### src/rtl/rs_pkg.sv
package rs_pkg;

    typedef enum logic [1:0] {
        STG_IDLE  = 2'd0,
        STG_FILL2 = 2'd1,
        STG_FILL1 = 2'd2
    } stage_e;

    typedef enum logic {
        PH_RD = 1'b0,
        PH_WR = 1'b1
    } phase_e;

    typedef struct packed {
        logic mem_rd;
        logic l2_wr;
        logic l2_rd;
        logic l1_wr;
    } strobe_t;

    function automatic strobe_t strobes_for(stage_e s, phase_e p);
        strobe_t o;
        o        = '0;
        o.mem_rd = (s == STG_FILL2) && (p == PH_RD);
        o.l2_wr  = (s == STG_FILL2) && (p == PH_WR);
        o.l2_rd  = (s == STG_FILL1) && (p == PH_RD);
        o.l1_wr  = (s == STG_FILL1) && (p == PH_WR);
        return o;
    endfunction

    function automatic stage_e first_stage(logic l2_hit);
        return l2_hit ? STG_FILL1 : STG_FILL2;
    endfunction

endpackage

### src/rtl/rs_lat_timer.sv
module rs_lat_timer #(
    parameter int LAT_W = 12
) (
    input  logic             clk,
    input  logic             rst,
    input  logic             load,
    input  logic [LAT_W-1:0] len,
    output logic             last
);
    logic [LAT_W-1:0] cnt_q;

    always_ff @(posedge clk) begin
        if (rst)
            cnt_q <= '0;
        else if (load)
            cnt_q <= len;
        else if (cnt_q != '0)
            cnt_q <= cnt_q - 1'b1;
    end

    assign last = (cnt_q == LAT_W'(1));
endmodule

### src/rtl/rs_addr_gen.sv
module rs_addr_gen #(
    parameter int ADDR_W    = 16,
    parameter int L1_WORDS  = 4,
    parameter int L2_WORDS  = 16,
    parameter int BUS_WORDS = 4,
    parameter int BEAT_W    = 3
) (
    input  logic [ADDR_W-1:0] req_addr,
    input  rs_pkg::stage_e    stage,
    input  logic [BEAT_W-1:0] beat,
    output logic [ADDR_W-1:0] beat_addr
);
    import rs_pkg::*;

    localparam int              BUS_OFF = $clog2(BUS_WORDS);
    localparam logic [ADDR_W-1:0] L2_MASK = ~ADDR_W'(L2_WORDS - 1);
    localparam logic [ADDR_W-1:0] L1_MASK = ~ADDR_W'(L1_WORDS - 1);

    logic [ADDR_W-1:0] base;
    logic [ADDR_W-1:0] step;

    always_comb begin
        if (stage == STG_FILL2)
            base = req_addr & L2_MASK;
        else
            base = req_addr & L1_MASK;
    end

    assign step      = ADDR_W'(beat) << BUS_OFF;
    assign beat_addr = base + step;
endmodule

### src/rtl/rs_beat_latch.sv
module rs_beat_latch #(
    parameter int W = 128
) (
    input  logic         clk,
    input  logic         rst,
    input  logic         cap,
    input  logic         sel_mem,
    input  logic [W-1:0] mem_data,
    input  logic [W-1:0] l2_data,
    output logic [W-1:0] q
);
    always_ff @(posedge clk) begin
        if (rst)
            q <= '0;
        else if (cap)
            q <= sel_mem ? mem_data : l2_data;
    end
endmodule

### src/rtl/refill_seq.sv
module refill_seq #(
    parameter int ADDR_W    = 16,
    parameter int WORD_W    = 32,
    parameter int L1_WORDS  = 4,
    parameter int L2_WORDS  = 16,
    parameter int BUS_WORDS = 4,
    parameter int LAT_W     = 12,
    parameter int CYC_W     = 16
) (
    input  logic                        clk,
    input  logic                        rst,
    input  logic                        req_valid,
    input  logic [ADDR_W-1:0]           req_addr,
    input  logic                        req_l2_hit,
    input  logic [LAT_W-1:0]            lat_l1,
    input  logic [LAT_W-1:0]            lat_l2,
    input  logic [LAT_W-1:0]            lat_mem,
    output logic                        mem_rd,
    output logic [ADDR_W-1:0]           mem_addr,
    input  logic [BUS_WORDS*WORD_W-1:0] mem_rdata,
    output logic                        l2_rd,
    output logic                        l2_wr,
    output logic [ADDR_W-1:0]           l2_addr,
    input  logic [BUS_WORDS*WORD_W-1:0] l2_rdata,
    output logic                        l1_wr,
    output logic [ADDR_W-1:0]           l1_addr,
    output logic [BUS_WORDS*WORD_W-1:0] wr_data,
    output logic                        busy,
    output logic                        done,
    output logic [CYC_W-1:0]            refill_cycles
);
    import rs_pkg::*;

    localparam int BW       = BUS_WORDS * WORD_W;
    localparam int L1_BEATS = L1_WORDS / BUS_WORDS;
    localparam int L2_BEATS = L2_WORDS / BUS_WORDS;
    localparam int BEAT_W   = $clog2(L2_BEATS + 1);

    function automatic logic [LAT_W-1:0] at_least_one(input logic [LAT_W-1:0] v);
        return (v == '0) ? LAT_W'(1) : v;
    endfunction

    stage_e             stage_q;
    phase_e             phase_q;
    logic [BEAT_W-1:0]  beat_q;
    logic [ADDR_W-1:0]  addr_q;
    logic [LAT_W-1:0]   lmem_q, ll2_q, ll1_q;
    logic               done_q;
    logic [CYC_W-1:0]   cyc_q;

    logic               accept;
    logic               active;
    logic               tmr_last;
    logic               tmr_load;
    logic [LAT_W-1:0]   tmr_len;
    logic               last_beat;
    logic [LAT_W-1:0]   src_lat, dst_lat;
    logic [ADDR_W-1:0]  beat_addr;
    logic               capture;
    strobe_t            strb;

    assign accept = (stage_q == STG_IDLE) && req_valid;
    assign active = (stage_q != STG_IDLE);

    always_comb begin
        if (stage_q == STG_FILL2) begin
            src_lat   = lmem_q;
            dst_lat   = ll2_q;
            last_beat = (beat_q == BEAT_W'(L2_BEATS - 1));
        end else begin
            src_lat   = ll2_q;
            dst_lat   = ll1_q;
            last_beat = (beat_q == BEAT_W'(L1_BEATS - 1));
        end
    end

    always_comb begin
        tmr_load = 1'b0;
        tmr_len  = '0;
        if (accept) begin
            tmr_load = 1'b1;
            tmr_len  = req_l2_hit ? at_least_one(lat_l2) : at_least_one(lat_mem);
        end else if (active && tmr_last) begin
            if (phase_q == PH_RD) begin
                tmr_load = 1'b1;
                tmr_len  = dst_lat;
            end else if (!last_beat) begin
                tmr_load = 1'b1;
                tmr_len  = src_lat;
            end else if (stage_q == STG_FILL2) begin
                tmr_load = 1'b1;
                tmr_len  = ll2_q;
            end
        end
    end

    always_ff @(posedge clk) begin
        if (rst) begin
            stage_q <= STG_IDLE;
            phase_q <= PH_RD;
            beat_q  <= '0;
            addr_q  <= '0;
            lmem_q  <= LAT_W'(1);
            ll2_q   <= LAT_W'(1);
            ll1_q   <= LAT_W'(1);
            done_q  <= 1'b0;
            cyc_q   <= '0;
        end else begin
            done_q <= 1'b0;
            if (accept) begin
                stage_q <= first_stage(req_l2_hit);
                phase_q <= PH_RD;
                beat_q  <= '0;
                addr_q  <= req_addr;
                lmem_q  <= at_least_one(lat_mem);
                ll2_q   <= at_least_one(lat_l2);
                ll1_q   <= at_least_one(lat_l1);
                cyc_q   <= '0;
            end else if (active) begin
                cyc_q <= cyc_q + 1'b1;
                if (tmr_last) begin
                    if (phase_q == PH_RD) begin
                        phase_q <= PH_WR;
                    end else if (!last_beat) begin
                        beat_q  <= beat_q + 1'b1;
                        phase_q <= PH_RD;
                    end else if (stage_q == STG_FILL2) begin
                        stage_q <= STG_FILL1;
                        beat_q  <= '0;
                        phase_q <= PH_RD;
                    end else begin
                        stage_q <= STG_IDLE;
                        phase_q <= PH_RD;
                        beat_q  <= '0;
                        done_q  <= 1'b1;
                    end
                end
            end
        end
    end

    rs_lat_timer #(.LAT_W(LAT_W)) u_timer (
        .clk  (clk),
        .rst  (rst),
        .load (tmr_load),
        .len  (tmr_len),
        .last (tmr_last)
    );

    rs_addr_gen #(
        .ADDR_W    (ADDR_W),
        .L1_WORDS  (L1_WORDS),
        .L2_WORDS  (L2_WORDS),
        .BUS_WORDS (BUS_WORDS),
        .BEAT_W    (BEAT_W)
    ) u_addr (
        .req_addr  (addr_q),
        .stage     (stage_q),
        .beat      (beat_q),
        .beat_addr (beat_addr)
    );

    assign capture = active && (phase_q == PH_RD) && tmr_last;

    rs_beat_latch #(.W(BW)) u_latch (
        .clk      (clk),
        .rst      (rst),
        .cap      (capture),
        .sel_mem  (stage_q == STG_FILL2),
        .mem_data (mem_rdata),
        .l2_data  (l2_rdata),
        .q        (wr_data)
    );

    assign strb          = strobes_for(stage_q, phase_q);
    assign mem_rd        = strb.mem_rd;
    assign l2_wr         = strb.l2_wr;
    assign l2_rd         = strb.l2_rd;
    assign l1_wr         = strb.l1_wr;
    assign mem_addr      = beat_addr;
    assign l2_addr       = beat_addr;
    assign l1_addr       = beat_addr;
    assign busy          = active;
    assign done          = done_q;
    assign refill_cycles = cyc_q;
endmodule

### config.mk
export PLATFORM = sky130hd
export DESIGN_NAME = refill_seq
export DESIGN_NICKNAME = d
export VERILOG_FILES = /design/src/rtl/rs_pkg.sv /design/src/rtl/rs_lat_timer.sv /design/src/rtl/rs_addr_gen.sv /design/src/rtl/rs_beat_latch.sv /design/src/rtl/refill_seq.sv
export SDC_FILE = /design/constraint.sdc
export NUM_CORES = 1
export LEC_CHECK = 0
export BUFFER_PORTS_ARGS = -buffer_cell sky130_fd_sc_hd__buf_2
export CAP_MARGIN = 10
export CORE_AREA = 4 4 197 199
export CTS_BUF_LIST = sky130_fd_sc_hd__clkbuf_4
export CTS_CLUSTER_SIZE = 20
export DETAILED_ROUTE_END_ITERATION = 8
export DIE_AREA = 0 0 201 203
export PLACE_DENSITY = 0.59
export SYNTH_ARGS = -nofsm -noshare
export SYNTH_HDL_FRONTEND = slang
export SYNTH_SLANG_ARGS = --single-unit
export TNS_END_PERCENT = 50
### constraint.sdc
create_clock -name clk -period 2.4 [get_ports clk]
set_input_delay 0.24 -clock clk [delete_from_list [all_inputs] [get_ports clk]]
set_output_delay 0.24 -clock clk [all_outputs]
set_load 0.02 [all_outputs]
==> reports/qor.txt <==
FINISH
---------------------------------------------------------------------------------
Commonest cells after routing, fill and taps aside                   sky130_fd_sc_hd__buf_2 (464), sky130_fd_sc_hd__dlygate4sd3_1 (337), sky130_fd_sc_hd__dfxtp_1 (211)
Finished Layout Cells                                                        2528
Count of filler cells inserted in the layout                                 3362
Growth of design area from synthesis to finish                              72.1%
Fraction of layout cells with a size suffix above 1                         34.0%
Leading cell type in the layout, fill and taps excluded              sky130_fd_sc_hd__buf_2
Final-stage net count                                                        2334

DIE
---------------------------------------------------------------------------------
Width of the die                                                           201 um
Top Ports                                                                     510
Placeable core region                                                  0.0372 mm2
Full die area                                                          0.0408 mm2
Die span in y                                                              203 um
Initial core utilization                                                    27.9%
Number of rows in the core area                                                71

CRITICAL PATH
---------------------------------------------------------------------------------
Cell breakdown of the critical path                                  nand2b_4, and2_4, ha_4, fa_2, a21o_1, nor2b_4, nand4_1, xnor2_2, buf_4
Max Fanout on Critical Path                                                     4
CP arrival                                                                2.73 ns
FF-to-FF setup slack                                                      0.07 ns
Number of buffers and inverters on the critical path                            1
Crit path required time                                                   2.16 ns
Start of the worst register-to-register path                         stage_q[0]$_SDFFE_PP0P_
Type of the worst setup path                                           reg -> out
Dominant delay contributor by cell family on the critical path       simple AND/OR/NAND/NOR gates
Worst Setup End Kind                                                   output pin
Worst Setup Start Kind                                                       flop
Worst Reg2Reg Path Length in Cells                                              6
Endpoint of the most critical register-to-register path              u_latch.q[70]$_SDFFE_PP0P_
Worst-path cell with the longest stage delay                         sky130_fd_sc_hd__fa_2
Worst stage delay on the critical path                                    0.35 ns
Critical path launch point                                           stage_q[1]$_SDFFE_PP0P_

POWER
---------------------------------------------------------------------------------
Part of the power in combinational logic                                    27.4%
Net switching fraction of the power                                         31.3%
Sequential group share of total power                                       39.8%
Switching power of the nets                                               3.11 mW
Cell-internal power                                                       6.82 mW
Largest voltage drop on the vdd net                                      0.307 mV
Static leakage                                                            7.73 nW
Power density of the placed cells                                      556 mW/mm2
Clk pwr share                                                               32.8%

DETAILED ROUTING
---------------------------------------------------------------------------------
DR iter-0 viols                                                               663
Routed wire per std cell                                                  17.3 um
Total number of vias                                                        12200
Length of the first detailed-routing pass in iterations                         5
Number of nets with antenna violations after detailed routing                   0
Number of remaining DRC errors                                                  0
Drt total wl                                                              43.8 mm
Vias per cell                                                                4.83

CLOCKING
---------------------------------------------------------------------------------
CTS tree                                                                     done
Number of CTS-inserted buffers                                                 59
Buffer cell driving the clock tree root                              sky130_fd_sc_hd__clkbuf_4
Number of sinks on the clock net                                              213
Register clock-pin slew on the reported worst setup and hold paths        0.07 ns
Clock insertion delay at the later pin of the skew report                 0.80 ns
Maximum clock insertion buffer count                                            3
H-tree depth                                                                    2

SYNTH
---------------------------------------------------------------------------------
Netlist area before placement                                          0.0104 mm2
Fraction of registers with async set/reset                                     0%
Dominant synthesized flop cell                                       sky130_fd_sc_hd__dfxtp_1
Number of storage elements in the synthesis netlist                           213
Count of unique library cells instantiated by Yosys                            54
Number of enable-type register cells in the synthesized netlist                 0
Number of instances in the synthesized netlist                               1181
Total of warnings raised by yosys                                               0
Synth Area per Inst                                                      8.79 um2
Sequential-to-total area share from yosys stat                              41.1%

PLACED DESIGN
---------------------------------------------------------------------------------
Estimated wirelength of the detail-placed design                          27.8 mm
DP Cell Count                                                                2078
Total of buffers placed on input and output ports                             501
Final weighted congestion of routability-driven global placement            0.860

MIN PATH
---------------------------------------------------------------------------------
Hold Crit Start                                                      req_addr[10]
Worst Hold Path EP                                                   addr_q[10]$_SDFFE_PP0P_
Class of the tightest hold or removal check                             in -> reg
Worst hold path depth                                                           4

GLOBAL ROUTING
---------------------------------------------------------------------------------
Antenna violations before repair                                                8
All-Layer GR Usage                                                          20.1%
Pin count of the biggest net entering global routing                          110
Global-route wire length before repair                                    66.9 mm
Congestion Overflow GR                                                          0
Via count of the first global-routing pass                                  12800

STA
---------------------------------------------------------------------------------
RSZ-0062 raised after global routing                                          yes
Fin crit share                                                               124%
Final setup violation count                                                    39
Slew Limit Headroom                                                         53.7%
Worst setup skew after layout                                            0.108 ns
Max Clk Rate                                                            0.336 GHz
Worst Tran Pin Value                                                     0.690 ns
Final setup margin                                                      -0.572 ns
Final Hold Slack                                                         0.231 ns
Hold Vio Cnt, Final                                                             0
Minimum period implied by the final worst setup slack                     2.97 ns
Number of pins with negative max-slew slack in the final report                 0

RUN STATUS
---------------------------------------------------------------------------------
Outcome                                                              finished with violations
Violations in the final reports                                      setup timing

FLOW RUN
---------------------------------------------------------------------------------
Max capacitance violation total                                                 0

==> worst max path at each step <==
| stage | cells after the start | endpoint | slack, ns |
|---|---|---|---|
| floorplan | 12 | l2_addr[14] | -0.16 |
| global placement | 8 | u_latch.q[117]$_SDFFE_PP0P_ | 0.13 |
| detailed placement | 8 | u_latch.q[125]$_SDFFE_PP0P_ | 0.09 |
| CTS | 9 | mem_addr[14] | -0.66 |
| global route | 9 | mem_addr[14] | -0.75 |
| finish | 9 | mem_addr[14] | -0.57 |
==> power groups by stage <==
stage	Combinational, mW	Clock (mW)	Sequential, mW
floorplan	1.24	0	4.12
global placement	2.07	0	4.01
detailed placement	2.10	0	4.02
CTS	2.61	3.38	3.94
global route	2.93	3.57	3.98
finish	2.72	3.26	3.96
==> layer usage <==
metal,part of all wire (%),up-vias,global-route usage [%],wire (um)
li1,-,5844,-,-
met1,39,5621,23.1,17100
met2,49,553,33.8,21300
met3,7.2,187,6.12,3140
met4,4.9,8,10.9,2140
met5,0.11,-,0,50
==> through the flow <==
stage	util (%)	TNS [ns]	cell area, um2	power [mW]	setup WS (ns)
floorplan	-	-1.74	10600	5.35	-0.165
global placement	35.9	0	13400	6.08	0.132
detailed placement	35.9	0	13400	6.12	0.0909
CTS	47.2	-21.01	17600	9.94	-0.664
global route	48.0	-23.20	17900	10.5	-0.746
finish	48.0	-17.32	17900	9.94	-0.572
==> final cells by class <==
cell class / instances / area, um2 / share of cell area, %
Tap cell: 474 / 593 / 3.32
Timing Repair Buffer: 892 / 6620 / 37.1
Sequential cell: 213 / 4270 / 23.9
Clock buffer: 84 / 631 / 3.53
Inverter: 10 / 37.5 / 0.210
Antenna cell: 6 / 15.0 / 0.0840
Multi-Input combinational cell: 836 / 5630 / 31.5
Clock inverter: 13 / 81.3 / 0.455
==> synthesized netlist by cell type (2+ instances only) <==
library cell | n | share of area, %
sky130_fd_sc_hd__dfxtp_1 | 213 | 41
sky130_fd_sc_hd__nor2_1 | 174 | 6.3
sky130_fd_sc_hd__mux2i_1 | 143 | 14
sky130_fd_sc_hd__nand2_1 | 136 | 4.9
sky130_fd_sc_hd__a211oi_1 | 124 | 9.0
sky130_fd_sc_hd__a21oi_1 | 61 | 2.9
sky130_fd_sc_hd__clkbuf_1 | 43 | 1.6
sky130_fd_sc_hd__buf_4 | 38 | 2.7
sky130_fd_sc_hd__buf_2 | 34 | 1.6
sky130_fd_sc_hd__xor2_1 | 18 | 1.5
sky130_fd_sc_hd__xnor2_1 | 16 | 1.3
sky130_fd_sc_hd__nand3_1 | 13 | 0.63
sky130_fd_sc_hd__o21ai_0 | 13 | 0.63
sky130_fd_sc_hd__nand4_1 | 12 | 0.72
sky130_fd_sc_hd__nor4_1 | 11 | 0.66
sky130_fd_sc_hd__a211oi_2 | 10 | 1.2
sky130_fd_sc_hd__buf_6 | 10 | 1.1
sky130_fd_sc_hd__inv_1 | 10 | 0.36
sky130_fd_sc_hd__nor3_1 | 10 | 0.48
sky130_fd_sc_hd__and3_1 | 9 | 0.54
sky130_fd_sc_hd__ha_1 | 9 | 1.1
sky130_fd_sc_hd__a31oi_1 | 8 | 0.48
sky130_fd_sc_hd__o31a_1 | 8 | 0.67
sky130_fd_sc_hd__a22oi_1 | 4 | 0.29
sky130_fd_sc_hd__a311oi_1 | 4 | 0.34
sky130_fd_sc_hd__and2_1 | 4 | 0.24
sky130_fd_sc_hd__and4_1 | 4 | 0.34
sky130_fd_sc_hd__mux2_2 | 4 | 0.43
sky130_fd_sc_hd__nor3b_1 | 4 | 0.29
sky130_fd_sc_hd__a221oi_1 | 3 | 0.25
sky130_fd_sc_hd__nor2b_1 | 3 | 0.18
sky130_fd_sc_hd__a21o_1 | 2 | 0.14
sky130_fd_sc_hd__nand2b_1 | 2 | 0.12
sky130_fd_sc_hd__o31ai_1 | 2 | 0.14
sky130_fd_sc_hd__or3_1 | 2 | 0.12
sky130_fd_sc_hd__or4_1 | 2 | 0.14
==> tightest hold or removal path, stage by stage <==
cell	delay, ns
sky130_fd_sc_hd__dlygate4sd3_1	0.51
sky130_fd_sc_hd__buf_2	0.09
sky130_fd_sc_hd__nand2_1	0.04
sky130_fd_sc_hd__a21oi_1	0.10
==> cell families after synthesis <==
group | count (synthesis) | share of synthesized area [%]
flops | 213 | 41.1
compound gates | 248 | 16.8
mux | 147 | 14.2
simple gates | 391 | 16.3
buf+inv | 137 | 7.47
fa+ha+maj | 10 | 1.28
other cells | 1 | 0.0361
xor+xnor | 34 | 2.87
==> state kept, by name (all words and copies together), names as in the netlist <==
| signal | count |
|---|---|
| u_latch.q | 128 |
| refill_cycles | 16 |
| addr_q | 14 |
| ll1_q | 12 |
| ll2_q | 12 |
| lmem_q | 12 |
| u_timer.cnt_q | 12 |
| beat_q | 3 |
| stage_q | 2 |
| done | 1 |
| phase_q | 1 |
==> what timing repair did <==
| action | CTS | global route |
|---|---|---|
| hold buffers | 337 | 0 |
| endpoints found under the setup margin | 40 | 152 |
| gates resized for setup | 36 | 46 |
| cloned | 0 | 1 |
| setup buffers | 3 | 6 |
| hold endpoints to repair | 191 | 0 |
| pin swaps | 5 | 6 |
No activity file was read; power rests on OpenSTA's default activity.
